<file path="config.mk">
export PLATFORM = sky130hd
export DESIGN_NAME = softint_pil_ctrl
export DESIGN_NICKNAME = d
export VERILOG_FILES = /design/src/rtl/softint_pkg.sv /design/src/rtl/softint_status_reg.sv /design/src/rtl/softint_pil_reg.sv /design/src/rtl/softint_req_gen.sv /design/src/rtl/softint_pil_ctrl.sv
export SDC_FILE = /design/constraint.sdc
export NUM_CORES = 1
export LEC_CHECK = 0
export ABC_CLOCK_PERIOD_IN_PS = 1300
export BUFFER_PORTS_ARGS = -buffer_cell sky130_fd_sc_hd__buf_2
export CAP_MARGIN = 20
export CORE_MARGIN = 4
export CORE_UTILIZATION = 47
export DETAILED_ROUTE_END_ITERATION = 10
export GPL_TIMING_DRIVEN = 0
export MAX_ROUTING_LAYER = met4
export PLACE_DENSITY = 0.9
export SYNTH_ARGS = -nofsm -noshare
export SYNTH_HDL_FRONTEND = slang
export SYNTH_HIERARCHICAL = 1
export SYNTH_SLANG_ARGS = --single-unit
export TNS_END_PERCENT = 20
</file>
<file path="constraint.sdc">
create_clock -name clk_i -period 1.3 [get_ports clk_i]
set_clock_uncertainty 0.15 [all_clocks]
set_input_delay 0.13 -clock clk_i [delete_from_list [all_inputs] [get_ports clk_i]]
set_output_delay 0.13 -clock clk_i [all_outputs]
set_load 0.01 [all_outputs]
</file>
<file path="src/rtl/softint_pkg.sv">
package softint_pkg;
  localparam int SEL_W = 4;
  typedef enum int {
    SEL_STAT = 0,
    SEL_SET  = 1,
    SEL_CLR  = 2,
    SEL_PIL  = 3
  } sel_idx_e;
endpackage

</file>
<file path="src/rtl/softint_status_reg.sv">
module softint_status_reg #(
  parameter int STAT_W = 17
) (
  input  logic              clk_i,
  input  logic              rst_ni,
  input  logic              wr_stat_i,
  input  logic              wr_set_i,
  input  logic              wr_clr_i,
  input  logic [STAT_W-1:0] wr_data_i,
  input  logic              tmr_hit_i,
  output logic [STAT_W-1:0] stat_o
);
  logic [STAT_W-1:0] stat_q, sw_next, hw_mask;

  always_comb begin
    sw_next = stat_q;
    if (wr_stat_i)     sw_next = wr_data_i;
    else if (wr_set_i) sw_next = stat_q | wr_data_i;
    else if (wr_clr_i) sw_next = stat_q & ~wr_data_i;
    hw_mask = '0;
    hw_mask[STAT_W-1] = tmr_hit_i;
  end

  // hardware set applied last so it beats a concurrent clear
  always_ff @(posedge clk_i or negedge rst_ni) begin
    if (!rst_ni) stat_q <= '0;
    else         stat_q <= sw_next | hw_mask;
  end

  assign stat_o = stat_q;

  a_r3_set_or: assert property (@(posedge clk_i) disable iff (!rst_ni)
    (wr_set_i && !wr_stat_i) |=> ((stat_q & $past(stat_q | wr_data_i)) == $past(stat_q | wr_data_i)));
  a_r4_clr_andnot: assert property (@(posedge clk_i) disable iff (!rst_ni)
    (wr_clr_i && !wr_set_i && !wr_stat_i && !tmr_hit_i) |=> (stat_q == $past(stat_q & ~wr_data_i)));
  a_r9_hit_sets: assert property (@(posedge clk_i) disable iff (!rst_ni)
    tmr_hit_i |=> stat_q[STAT_W-1]);
  a_r10_hold: assert property (@(posedge clk_i) disable iff (!rst_ni)
    (!wr_stat_i && !wr_set_i && !wr_clr_i && !tmr_hit_i) |=> $stable(stat_q));
endmodule

</file>
<file path="src/rtl/softint_pil_reg.sv">
module softint_pil_reg #(
  parameter int PIL_W = 4
) (
  input  logic             clk_i,
  input  logic             rst_ni,
  input  logic             wr_i,
  input  logic [PIL_W-1:0] wr_data_i,
  output logic [PIL_W-1:0] pil_o
);
  logic [PIL_W-1:0] pil_q;

  always_ff @(posedge clk_i or negedge rst_ni) begin
    if (!rst_ni)   pil_q <= '0;
    else if (wr_i) pil_q <= wr_data_i;
  end

  assign pil_o = pil_q;

  a_r5_pil_load: assert property (@(posedge clk_i) disable iff (!rst_ni)
    wr_i |=> (pil_q == $past(wr_data_i)));
  a_r10_pil_hold: assert property (@(posedge clk_i) disable iff (!rst_ni)
    !wr_i |=> $stable(pil_q));
endmodule

</file>
<file path="src/rtl/softint_req_gen.sv">
module softint_req_gen #(
  parameter int PIL_W     = 4,
  parameter int TIMER_THR = 14,
  localparam int STAT_W   = (1 << PIL_W) + 1
) (
  input  logic              clk_i,
  input  logic              rst_ni,
  input  logic [STAT_W-1:0] stat_i,
  input  logic [PIL_W-1:0]  pil_i,
  output logic [STAT_W-1:0] irq_o
);
  logic [STAT_W-1:0] req_d, req_q;
  logic              below_thr;

  assign below_thr = (pil_i < PIL_W'(TIMER_THR));

  for (genvar n = 0; n < STAT_W; n++) begin : g_lvl
    if (n == 0 || n == STAT_W - 1) begin : g_tmr
      assign req_d[n] = stat_i[n] & below_thr;
      a_r6_tmr_on: assert property (@(posedge clk_i) disable iff (!rst_ni)
        (stat_i[n] && pil_i < PIL_W'(TIMER_THR)) |=> irq_o[n]);
      a_r6_tmr_off: assert property (@(posedge clk_i) disable iff (!rst_ni)
        (!stat_i[n] || pil_i >= PIL_W'(TIMER_THR)) |=> !irq_o[n]);
    end else begin : g_sw
      assign req_d[n] = stat_i[n] & (PIL_W'(n) > pil_i);
      a_r7_sw_on: assert property (@(posedge clk_i) disable iff (!rst_ni)
        (stat_i[n] && pil_i < PIL_W'(n)) |=> irq_o[n]);
      a_r7_sw_off: assert property (@(posedge clk_i) disable iff (!rst_ni)
        (!stat_i[n] || pil_i >= PIL_W'(n)) |=> !irq_o[n]);
    end
  end

  always_ff @(posedge clk_i or negedge rst_ni) begin
    if (!rst_ni) req_q <= '0;
    else         req_q <= req_d;
  end

  assign irq_o = req_q;
endmodule

</file>
<file path="src/rtl/softint_pil_ctrl.sv">
module softint_pil_ctrl
  import softint_pkg::*;
#(
  parameter int PIL_W     = 4,
  parameter int TIMER_THR = 14,
  localparam int STAT_W   = (1 << PIL_W) + 1
) (
  input  logic              clk_i,
  input  logic              rst_ni,
  input  logic              wr_en_i,
  input  logic [SEL_W-1:0]  wr_sel_i,
  input  logic [STAT_W-1:0] wr_data_i,
  input  logic              tmr_hit_i,
  output logic [STAT_W-1:0] status_o,
  output logic [PIL_W-1:0]  pil_o,
  output logic [STAT_W-1:0] irq_o
);
  logic             wr_ok;
  logic [SEL_W-1:0] sel;

  // malformed selects are dropped
  assign wr_ok = wr_en_i & $onehot(wr_sel_i);
  assign sel   = wr_ok ? wr_sel_i : '0;

  softint_status_reg #(.STAT_W(STAT_W)) u_stat (
    .clk_i     (clk_i),
    .rst_ni    (rst_ni),
    .wr_stat_i (sel[SEL_STAT]),
    .wr_set_i  (sel[SEL_SET]),
    .wr_clr_i  (sel[SEL_CLR]),
    .wr_data_i (wr_data_i),
    .tmr_hit_i (tmr_hit_i),
    .stat_o    (status_o)
  );

  softint_pil_reg #(.PIL_W(PIL_W)) u_pil (
    .clk_i     (clk_i),
    .rst_ni    (rst_ni),
    .wr_i      (sel[SEL_PIL]),
    .wr_data_i (wr_data_i[PIL_W-1:0]),
    .pil_o     (pil_o)
  );

  softint_req_gen #(.PIL_W(PIL_W), .TIMER_THR(TIMER_THR)) u_req (
    .clk_i  (clk_i),
    .rst_ni (rst_ni),
    .stat_i (status_o),
    .pil_i  (pil_o),
    .irq_o  (irq_o)
  );

  a_r2_stat_load: assert property (@(posedge clk_i) disable iff (!rst_ni)
    (wr_en_i && wr_sel_i == 4'b0001 && !tmr_hit_i) |=> (status_o == $past(wr_data_i)));
  a_r1_irq_needs_stat: assert property (@(posedge clk_i) disable iff (!rst_ni)
    1'b1 |=> ((irq_o & ~$past(status_o)) == '0));
endmodule

</file>
==> results of run 1 <==
==> cells by family (layout without fill, tap and decap cells) <==
kind of cell               Yosys count  in the layout
AOI/OAI and AO/OA                   26             26
buffers and inverters               16            106
muxes                                5              5
and+or+nand+nor                     40             40
adders and majority gates            3              3
DFF                                 38             38
==> cell usage in the layout, fill, tap and decap left out, drive strengths merged, types with 2 or more instances in the layout <==
master / count
dfrtp: 38
a32o: 15
clkinv: 2
nand2: 18
nor2: 2
clkbuf: 7
and3: 2
o21a: 2
inv: 8
mux2: 4
ha: 2
buf: 70
and2: 11
dlygate4sd3: 19
o21ai: 2
==> stage by stage <==
stage	instance area, sq um	TNS [ns]
floorplan	1610	-21.05
global placement	1980	-26.51
detailed placement	1980	-27.38
CTS	2260	-18.24
global route	2310	-19.33
finish	2310	-17.96
==> cell type report <==
class	instances	area, sq um
buffer	8	90.1
clock buffer	5	37.5
clock inverter	2	10.0
fill	230	846
inverter	8	37.5
multi-input combinational	74	567
sequential	38	952
tap	44	55.1
timing repair buffer	83	558
==> flip-flops by register name, summed over array words and instances, names as in the netlist <==
name / cells
u_pil/pil_o: 4
u_stat/stat_o: 17
u_req/irq_o: 17
==> per-layer routing <==
layer / routed length [um] / GRT usage (%) / vias up / part of all wire [%]
met5: 0 / - / - / 0
met4: 95 / 9.90 / 0 / 2.4
met3: 268 / 3.57 / 9 / 6.7
met2: 1970 / 30.5 / 62 / 49
met1: 1650 / 23.1 / 655 / 41
li1: - / - / 634 / -
==> repair_timing <==
item                                    4_1_cts  5_1_grt
setup buffers                                 1        0
pin swaps                                     3        2
gates resized for setup                       9        6
endpoints found under the hold margin        59        0
hold buffers                                 19        0
gates cloned                                  0        1
endpoints found under the setup margin       22       22
==> worst register-to-register path: cells and delay by family (launching register included) <==
| family | cells | cell delay [ns] |
|---|---|---|
| flops | 1 | 0.43 |
| compound gates | 1 | 0.30 |
| simple gates | 1 | 0.17 |
==> power breakdown <==
| group | total (mW) | internal, mW | switching [mW] |
|---|---|---|---|
| Sequential | 2.06 | 1.72 | 0.343 |
| Combinational | 1.95 | 1.01 | 0.942 |
| Clock | 0.556 | 0.195 | 0.362 |
==> final timing paths <==
check,cells past startpoint,startpoint,to
setup / recovery,12,wr_sel_i[0],u_stat/stat_o[11]
hold / removal,3,wr_sel_i[3],u_pil/pil_o[0]
setup reg to reg,2,u_stat/stat_o[16],u_stat/stat_o[16]
hold reg to reg,1,u_stat/stat_o[4],u_req/irq_o[4]
max in group asynchronous,2,rst_ni,u_pil/pil_o[0]
min in group asynchronous,2,rst_ni,u_req/irq_o[13]
==> run metrics, run 1 <==
Max-Cap Viols=0; post-synth top area share=between 50% and 60%; Mapped Area=around 1600 sq um; Netlist cell types=31; # DRC=0; Final Util=73.2%; number of I/O port buffers=62; CP Cell Sequence=buf_8 -> inv_8 -> fa_1 -> inv_1 -> ha_2 -> ha_4 -> and4bb_1 -> and2_1 -> or2_1 -> buf_6 -> clkbuf_16 -> a32o_1; post-synthesis compound-gate area fraction=between 10 and 15%; H-tree levels=2; Slew @ Worst Pin=around 0.50 ns; WL/cell=between 15 and 20 um; non-filler instance count after layout=around 260; post-synthesis mux area share=3.45%; Longest Clk Path Bufs=2; setup ws final=-0.942 ns; CTS Buf Count=5; Mapped Nets=156; Synth Register Bits=38; FFs w/ async S/R, synth=100%; CP Max Fanout=6; first-pass GRT wire length=6.13 mm; CP startpoint kind=input port; Post-synth EDFFs=0; Critical Path AT=around 2.3 ns; DR pass1 iterations=4; CP required=approximately 1.4 ns; Setup crit end kind=flop; R2R Setup Slk=0.14 ns; Antenna diodes=0; hold_ws=around 0.11 ns; root buffer cell=clkbuf_4; vias in the first global route=1297; post-layout min period=2.24 ns; fin crit share=172%; Reg clk slew, reported paths=around 0.10 ns; RSZ-0062 raised after global routing=yes; Layout area overhead=44.4%; Post-synth top cells=38 x dfrtp_1, 18 x nand2_1, 15 x a32o_1; Top FF cell, synth=dfrtp_1; power per cell area=roughly 2000 nW/um^2; Post-Place Setup Slack=-1.41 ns; Die W=66.3 um; total gr overflow=0; Largest stage delay, worst path=~0.53 ns; Worst Hold Class=in -> reg; clock latency on the worst-skew pair=roughly 0.34 ns; placed cells=approximately 230; Pleak=about 1.1 nW; Initial Util=around half; Syn Area/Cell=around 12 sq um; vias per cell=approximately 5.2; cell taking the most area after synthesis=dfrtp_1; Buf/Inv on CP=5; routability cong.=around 0.86; Final nets=roughly 250; failing checks=setup timing; Overall Global Routing Usage=roughly a fifth; TritonCTS clock tree=yes; Peak VDD IR=approximately 0.0011 V; Fin. Hold Viols=0; Critical-path top delay cell=fa_1; post-detailed-route count of antenna-violating nets=0; initial antenna violation count=0; DR vias=roughly 1400; largest family of logic cells by synthesized area=compound AO/OA/AOI/OAI gates; WL final=~4.0 mm; critical setup path kind=in -> reg; fraction of layout cells with a size suffix above 1=between 40% and 50%; register area share after synthesis=approximately three fifths; slew margin rel.=about two thirds; Initial DRC Count=roughly 130; Top Family by Delay on Critical Path=adder cells; FMAX=between 0.4 and 0.5 GHz; total core area=approximately 3200 sq um; TritonCTS Sinks=38; IO Pins=63; Synth Area in XOR/XNOR=0%; Die ar.=4400 sq um; max-slew violation count=0; Simple-Gate Fraction of Synth Area=between 10% and 20%; total power draw=approximately 4.6 mW; Synth Instances=128; most numerous cell in the Yosys netlist=dfrtp_1; largest net degree at the start of global routing=39; Syn. warnings=6; Die Y=~66 um; area share of fa/ha/maj cells after synthesis=about 2.8%; Synth area leaders=dfrtp_1 60%, a32o_1 9.4%, and2_1 4.3%; hpwl dp=between 2 and 3 mm; Final setup viols=21; status=finished with violations; # rows=20
Note: power is estimated with default switching activity, not from simulation.
==> run 2: changes to the inputs <==
--- a/config.mk
+++ b/config.mk
@@ -6,7 +6,7 @@
 export NUM_CORES = 1
 export LEC_CHECK = 0
 export ABC_CLOCK_PERIOD_IN_PS = 1300
-export BUFFER_PORTS_ARGS = -buffer_cell sky130_fd_sc_hd__buf_2
+export BUFFER_PORTS_ARGS = -buffer_cell sky130_fd_sc_hd__buf_4
 export CAP_MARGIN = 20
 export CORE_MARGIN = 4
 export CORE_UTILIZATION = 47
==> run metrics, run 2 (same netlist as run 1, synthesis figures left out) <==
Fin. Hold Viols=0 (unchanged); hold path depth=3 (unchanged); root buffer cell=clkbuf_4; total gr overflow=0 (unchanged); max-slew violation count=0 (unchanged); commonest non-fill, non-tap cell in the layout=buf_4; IO Pins=63 (unchanged); setup ws final=-0.917 ns (+0.0244 ns); initial antenna violation count=0 (unchanged); total core area=3150 sq um (unchanged); area post-placement=2130 sq um (+7.8%); DR vias=1456 (+7.1%); Die ar.=4400 sq um (unchanged); # DRC=0 (unchanged); Die Y=66.3 um (unchanged); RSZ-0062 raised after global routing=yes; Max-Cap Viols=0 (unchanged); Slew @ Worst Pin=0.456 ns (-0.0469 ns); hold_ws=0.106 ns (-0.00150 ns); CP startpoint kind=input port; non-filler instance count after layout=266 (+1.5%); first-pass GRT wire length=7.75 mm (+26%); Setup crit end kind=flop; DR pass1 iterations=4 (unchanged); Layout area overhead=61.3%; placed cells=234 (unchanged); vias in the first global route=1521 (+17%); fraction of layout cells with a size suffix above 1=44.1% (+1.9 points); power per cell area=2150 nW/um^2 (+8.3%); Final setup viols=21 (unchanged); post-detailed-route count of antenna-violating nets=0 (unchanged); TritonCTS clock tree=yes; Antenna diodes=0 (unchanged); slew margin rel.=69.6% (+3.1 points); Die W=66.3 um (unchanged); Peak VDD IR=0.00108 V (-4.5%); setup TNS=-17.93 ns (+0.0360 ns); clock latency on the worst-skew pair=0.35 ns (about the same); WL/cell=18.0 um (+19%); vias per cell=5.47 (+5.4%); Longest Clk Path Bufs=2 (unchanged); Critical-path top delay cell=fa_1; failing checks=setup timing; FMAX=0.451 GHz (+1.1%); Final nets=249 (+1.2%); # rows=20 (unchanged); routability cong.=0.810 (-5.4%); Initial DRC Count=88 (-34%); critical setup path kind=in -> reg; hpwl dp=2.97 mm (+10%); Worst Hold Class=in -> reg; Initial Util=50.7% (unchanged); TritonCTS Sinks=38 (unchanged); largest net degree at the start of global routing=39 (unchanged); status=finished with violations; CP Cell Sequence=buf_8 -> inv_4 -> fa_1 -> inv_2 -> ha_4 -> ha_4 -> and4bb_1 -> and2_1 -> or2_1 -> buf_6 -> buf_8 -> a32o_1; Critical Path AT=2.31 ns (about the same); H-tree levels=2 (unchanged); fin crit share=171% (-1.9 points); Overall Global Routing Usage=24.9% (+5.8 points); CP required=1.39 ns (about the same); Largest stage delay, worst path=0.54 ns (about the same); fin area=2580 sq um (+12%); r2r worst-path depth=3 (+1); Reg clk slew, reported paths=0.11 ns (about the same); CTS Buf Count=5 (unchanged); number of I/O port buffers=62 (unchanged); Pleak=1.22 nW (+8.1%); post-layout min period=2.22 ns (-0.0244 ns); WL final=4.79 mm (+20%); most frequent cells in the layout=63 x buf_4, 37 x dfrtp_1, 19 x dlygate4sd3_1, 18 x nand2_1, 15 x a32o_1; CP Max Fanout=5 (-1)
[run 2: layout make-up]
class / instances / area [sq um]
Inverter: 8 / 43.8
Tap cell: 44 / 55.1
Multi-Input combinational cell: 74 / 577
Sequential cell: 38 / 952
Timing Repair Buffer: 86 / 744
Fill cell: 182 / 576
Clock inverter: 2 / 60.1
Clock buffer: 6 / 51.3
Buffer: 8 / 93.8
[run 2: worst max-delay path: cells and delay by family]
family / cells / cell delay (ns)
buffers and inverters: 5 / 0.44
AO/OA/AOI/OAI: 1 / 0.22
AND/OR/NAND/NOR: 3 / 0.59
adder cells (fa/ha/maj): 3 / 0.94
[run 2: repair_timing]
action	CTS	global route
pin swaps	9	5
setup buffers	3	1
setup endpoints to repair	22	22
gates resized for setup	12	10
cloned	1	0
hold endpoints to repair	59	0
hold buffers	19	0
[run 2: routing by layer]
metal,part of all wire [%],GRT usage (%),wire length [um]
met5,0,-,0
met4,3.0,10.2,144
met3,7.4,5.78,356
met2,54,44.2,2600
met1,35,26.6,1690
[run 2: power breakdown]
group / internal, mW / total [mW] / switching [mW] / leakage [nW]
Combinational: 1.34 / 2.39 / 1.05 / 0.690
Sequential: 1.72 / 2.11 / 0.392 / 0.467
Clock: 0.651 / 1.03 / 0.377 / 0.0585
[run 2: final timing paths]
check | startpoint | endpoint | slack, ns
worst max-delay path | wr_sel_i[3] | u_stat/stat_o[2] | -0.92
worst min-delay path | wr_sel_i[3] | u_pil/pil_o[1] | 0.11
worst max register to register | u_pil/pil_o[2] | u_req/irq_o[3] | 0.07
worst min register to register | u_stat/stat_o[4] | u_req/irq_o[4] | 0.37
max in group asynchronous | rst_ni | u_pil/pil_o[0] | 0.53
min in group asynchronous | rst_ni | u_req/irq_o[13] | 0.13
[run 2: through the flow]
| stage | setup slack (ns) | power, mW | util (%) |
|---|---|---|---|
| after floorplan | -1.07 | 3.11 | - |
| after global placement | -1.31 | 4.20 | 67.7 |
| after detailed placement | -1.41 | 4.30 | 67.7 |
| after CTS | -0.952 | 5.45 | 80.5 |
| after global routing | -0.957 | 5.87 | 81.7 |
| final | -0.917 | 5.53 | 81.7 |
==> run 3: changes to the inputs <==
--- a/config.mk
+++ b/config.mk
@@ -5,15 +5,16 @@
 export SDC_FILE = /design/constraint.sdc
 export NUM_CORES = 1
 export LEC_CHECK = 0
-export ABC_CLOCK_PERIOD_IN_PS = 1300
+export ABC_AREA = 1
+export ABC_CLOCK_PERIOD_IN_PS = 2200
 export BUFFER_PORTS_ARGS = -buffer_cell sky130_fd_sc_hd__buf_4
 export CAP_MARGIN = 20
 export CORE_MARGIN = 4
-export CORE_UTILIZATION = 47
+export CORE_UTILIZATION = 50
 export DETAILED_ROUTE_END_ITERATION = 10
 export GPL_TIMING_DRIVEN = 0
 export MAX_ROUTING_LAYER = met4
-export PLACE_DENSITY = 0.9
+export PLACE_DENSITY = 0.91
 export SYNTH_ARGS = -nofsm -noshare
 export SYNTH_HDL_FRONTEND = slang
 export SYNTH_HIERARCHICAL = 1
==> constraint.sdc (replaced) <==
create_clock -name clk_i -period 2.2 [get_ports clk_i]
set_clock_uncertainty 0.15 [all_clocks]
set_input_delay 0.22 -clock clk_i [delete_from_list [all_inputs] [get_ports clk_i]]
set_output_delay 0.22 -clock clk_i [all_outputs]
set_load 0.01 [all_outputs]
==> run metrics, run 3 <==
Peak VDD IR=0.000483 V (-55%); Largest stage delay, worst path=0.53 ns (about the same); Layout area overhead=41.6%; number of I/O port buffers=62 (unchanged); slew margin rel.=69.3% (-0.29 points); post-layout min period=2.18 ns; fin crit share=between 90 and 100%; met3 wire len=319 um (-10%); FFs w/ async S/R, synth=100% (unchanged); status=completed; DR vias=1873 (+29%); Synth area leaders=dfrtp_1 50%, nand2_1 25%, inv_1 7.1%; Critical-path top delay cell=fa_1; Die Y=69.7 um (+5.1%); vias per cell=4.86 (-11%); Post-Place Setup Slack=-0.278 ns (+1.13 ns); fraction of layout cells with a size suffix above 1=32.6% (-12 points); # DRC=0 (unchanged); wire length on met2=2.55 mm (-2.0%); Max-Cap Viols=0 (unchanged); Fin. Hold Viols=0 (unchanged); Synth Register Bits=38 (unchanged); IO Pins=63 (unchanged); critical setup path kind=in -> reg; # rows=22 (+10%); most numerous cell in the Yosys netlist=nand2_1; max-slew violation count=0 (unchanged); uppermost routed layer=met4; most frequent cells in the layout=111 x nand2_1, 66 x buf_4, 38 x dfrtp_1, 34 x inv_1, 20 x nand3_1; CP startpoint kind=input port; Die ar.=4860 sq um (+11%); RSZ-0062 raised after global routing=yes; commonest non-fill, non-tap cell in the layout=nand2_1; clock latency on the worst-skew pair=0.28 ns (-0.07 ns); H-tree levels=2 (unchanged); Netlist cell types=18 (-42%); Post-synth EDFFs=0 (unchanged); largest net degree at the start of global routing=39 (unchanged); Final nets=365 (+47%); FMAX=about 0.46 GHz; Mapped Area=1900 sq um (+19%); CP required=2.22 ns (+0.83 ns); Syn Area/Cell=7.27 sq um (-42%); hpwl dp=3.51 mm (+18%); vias in the first global route=1675 (+10%); R2R Setup Slk=1.11 ns (+1.04 ns); WL final=4.75 mm (-0.88%); Longest Clk Path Bufs=2 (unchanged); Initial DRC Count=144 (+64%); Overall Global Routing Usage=19.4% (-5.5 points); routed length on met1=1.78 mm (+5.0%); total gr overflow=0 (unchanged); register area share after synthesis=49.9% (-9.6 points); setup TNS=0 ns (+17.93 ns); Initial Util=52.0% (+1.3 points); Worst Hold Class=in -> reg; post-synth top area share=49.9% (-9.6 points); routability cong.=0.763 (-5.7%); Post-synth top cells=125 x nand2_1, 38 x dfrtp_1, 36 x inv_1; first-pass GRT wire length=7.49 mm (-3.3%); setup ws final=0.0189 ns (+0.936 ns); Syn. warnings=6 (unchanged); root buffer cell=clkbuf_8; Die W=69.7 um (+5.1%); Antenna diodes=0 (unchanged); CTS Buf Count=5 (unchanged); Pleak=1.60 nW (+32%); Layout fillers=306 (+68%); cell taking the most area after synthesis=dfrtp_1; WL/cell=12.3 um (-32%); TritonCTS Sinks=38 (unchanged); CP Max Fanout=5 (unchanged); Crit path top cell by count=nand2_2; Buf/Inv on CP=5 (unchanged); TritonCTS clock tree=yes; DR pass1 iterations=4 (unchanged); Synth Instances=262 (+100%); Mapped Nets=290 (+86%); total core area=3660 sq um (+16%); power per cell area=1180 nW/um^2 (-45%); Reg clk slew, reported paths=0.07 ns (-0.04 ns); Setup crit end kind=flop; Slew @ Worst Pin=0.461 ns (+0.00438 ns); Final setup viols=0 (-100%); Top FF cell, synth=dfrtp_1; Top Family by Delay on Critical Path=adder cells; post-detailed-route count of antenna-violating nets=0 (unchanged); CP Cell Sequence=buf_6 -> clkinvlp_4 -> fa_1 -> inv_2 -> ha_4 -> ha_4 -> nor2_4 -> nand2_4 -> nor2_4 -> inv_4 -> buf_8 -> nand2_4 -> nand2_2 -> nand2_2 -> nand2_2; initial antenna violation count=0 (unchanged); Critical Path AT=2.20 ns (-0.11 ns)
-- run 3: cell types whose count changed in the layout (fill, tap and decap cells not counted), sizes merged, moves of 2 or more --
cell,change
nor2,+22
a32o,-15
nand3,+19
inv,+32
o21a,-2
bufinv,-2
dlygate4sd3,-17
and3,-2
buf,-3
mux2,-4
clkinv,+2
nand2,+109
and2,-10
-- run 3: power by group --
part | leakage (nW) | switching, mW | internal, mW
clock | 0.0438 | 0.221 | 0.212
sequential | 0.469 | 0.303 | 1.01
combinational | 1.09 | 0.712 | 0.715
total | 1.60 | 1.24 | 1.94
-- run 3: area by class of cell --
class / count / area, sq um / area share, %
multi-input cells: 177 / 838 / 31.1
flip-flops and latches: 38 / 951 / 35.3
plain buffers: 7 / 68.8 / 2.55
clock buffers: 5 / 68.8 / 2.55
repair buffers: 68 / 541 / 20.0
well taps: 48 / 60.1 / 2.23
inverters: 40 / 159 / 5.89
clock inverters: 2 / 10.0 / 0.371
-- run 3: kinds of logic (layout without fill, tap and decap cells) --
| group | count (synthesis) | after routing | share of synthesized area [%] |
|---|---|---|---|
| flip-flops | 38 | 38 | 49.9 |
| buffers and inverters | 47 | 122 | 10.9 |
| adder cells (fa/ha/maj) | 3 | 3 | 2.37 |
| AND/OR/NAND/NOR | 172 | 172 | 36.3 |
| AO/OA/AOI/OAI | 2 | 2 | 0.525 |
-- run 3: final timing paths --
kind | start | to | cells past startpoint
setup reg to reg | u_pil/pil_o[1] | u_req/irq_o[15] | 3
hold / removal | wr_data_i[3] | u_pil/pil_o[3] | 3
max in group asynchronous | rst_ni | u_stat/stat_o[13] | 2
setup / recovery | wr_sel_i[0] | u_stat/stat_o[14] | 15
min in group asynchronous | rst_ni | u_stat/stat_o[0] | 2
hold reg to reg | u_stat/stat_o[16] | u_req/irq_o[16] | 2
-- run 3: worst min-delay path: cells and delay by family --
kind | cells | cell delay (ns)
buffers and inverters | 1 | 0.09
AND/OR/NAND/NOR | 2 | 0.09
-- run 3: metal layers --
layer / track usage, % / vias up
li1: - / 920
met1: 22.3 / 872
met2: 34.2 / 69
met3: 4.06 / 12
met4: 5.74 / 0
met5: - / -
-- run 3: stage by stage --
stage | hold WS, ns | util [%] | cells | power, mW | instance area [sq um]
after floorplan | -0.226 | - | 262 | 1.94 | 1940
after global placement | 0.0551 | 67.3 | 372 | 2.59 | 2460
after detailed placement | 0.0552 | 67.3 | 372 | 2.67 | 2460
after CTS | 0.00243 | 70.0 | 381 | 3.10 | 2560
after global routing | 0.0206 | 73.7 | 385 | 3.41 | 2700
final | 0.00771 | 73.7 | 385 | 3.17 | 2700
-- run 3: what timing repair did --
action                     in CTS  in global routing
setup endpoints to repair       1                 17
buffers inserted                0                  3
pin swaps                       0                 14
hold endpoints to repair       39                  0
resized for setup               0                 28
gates cloned                    0                  1
hold buffers                    2                  0
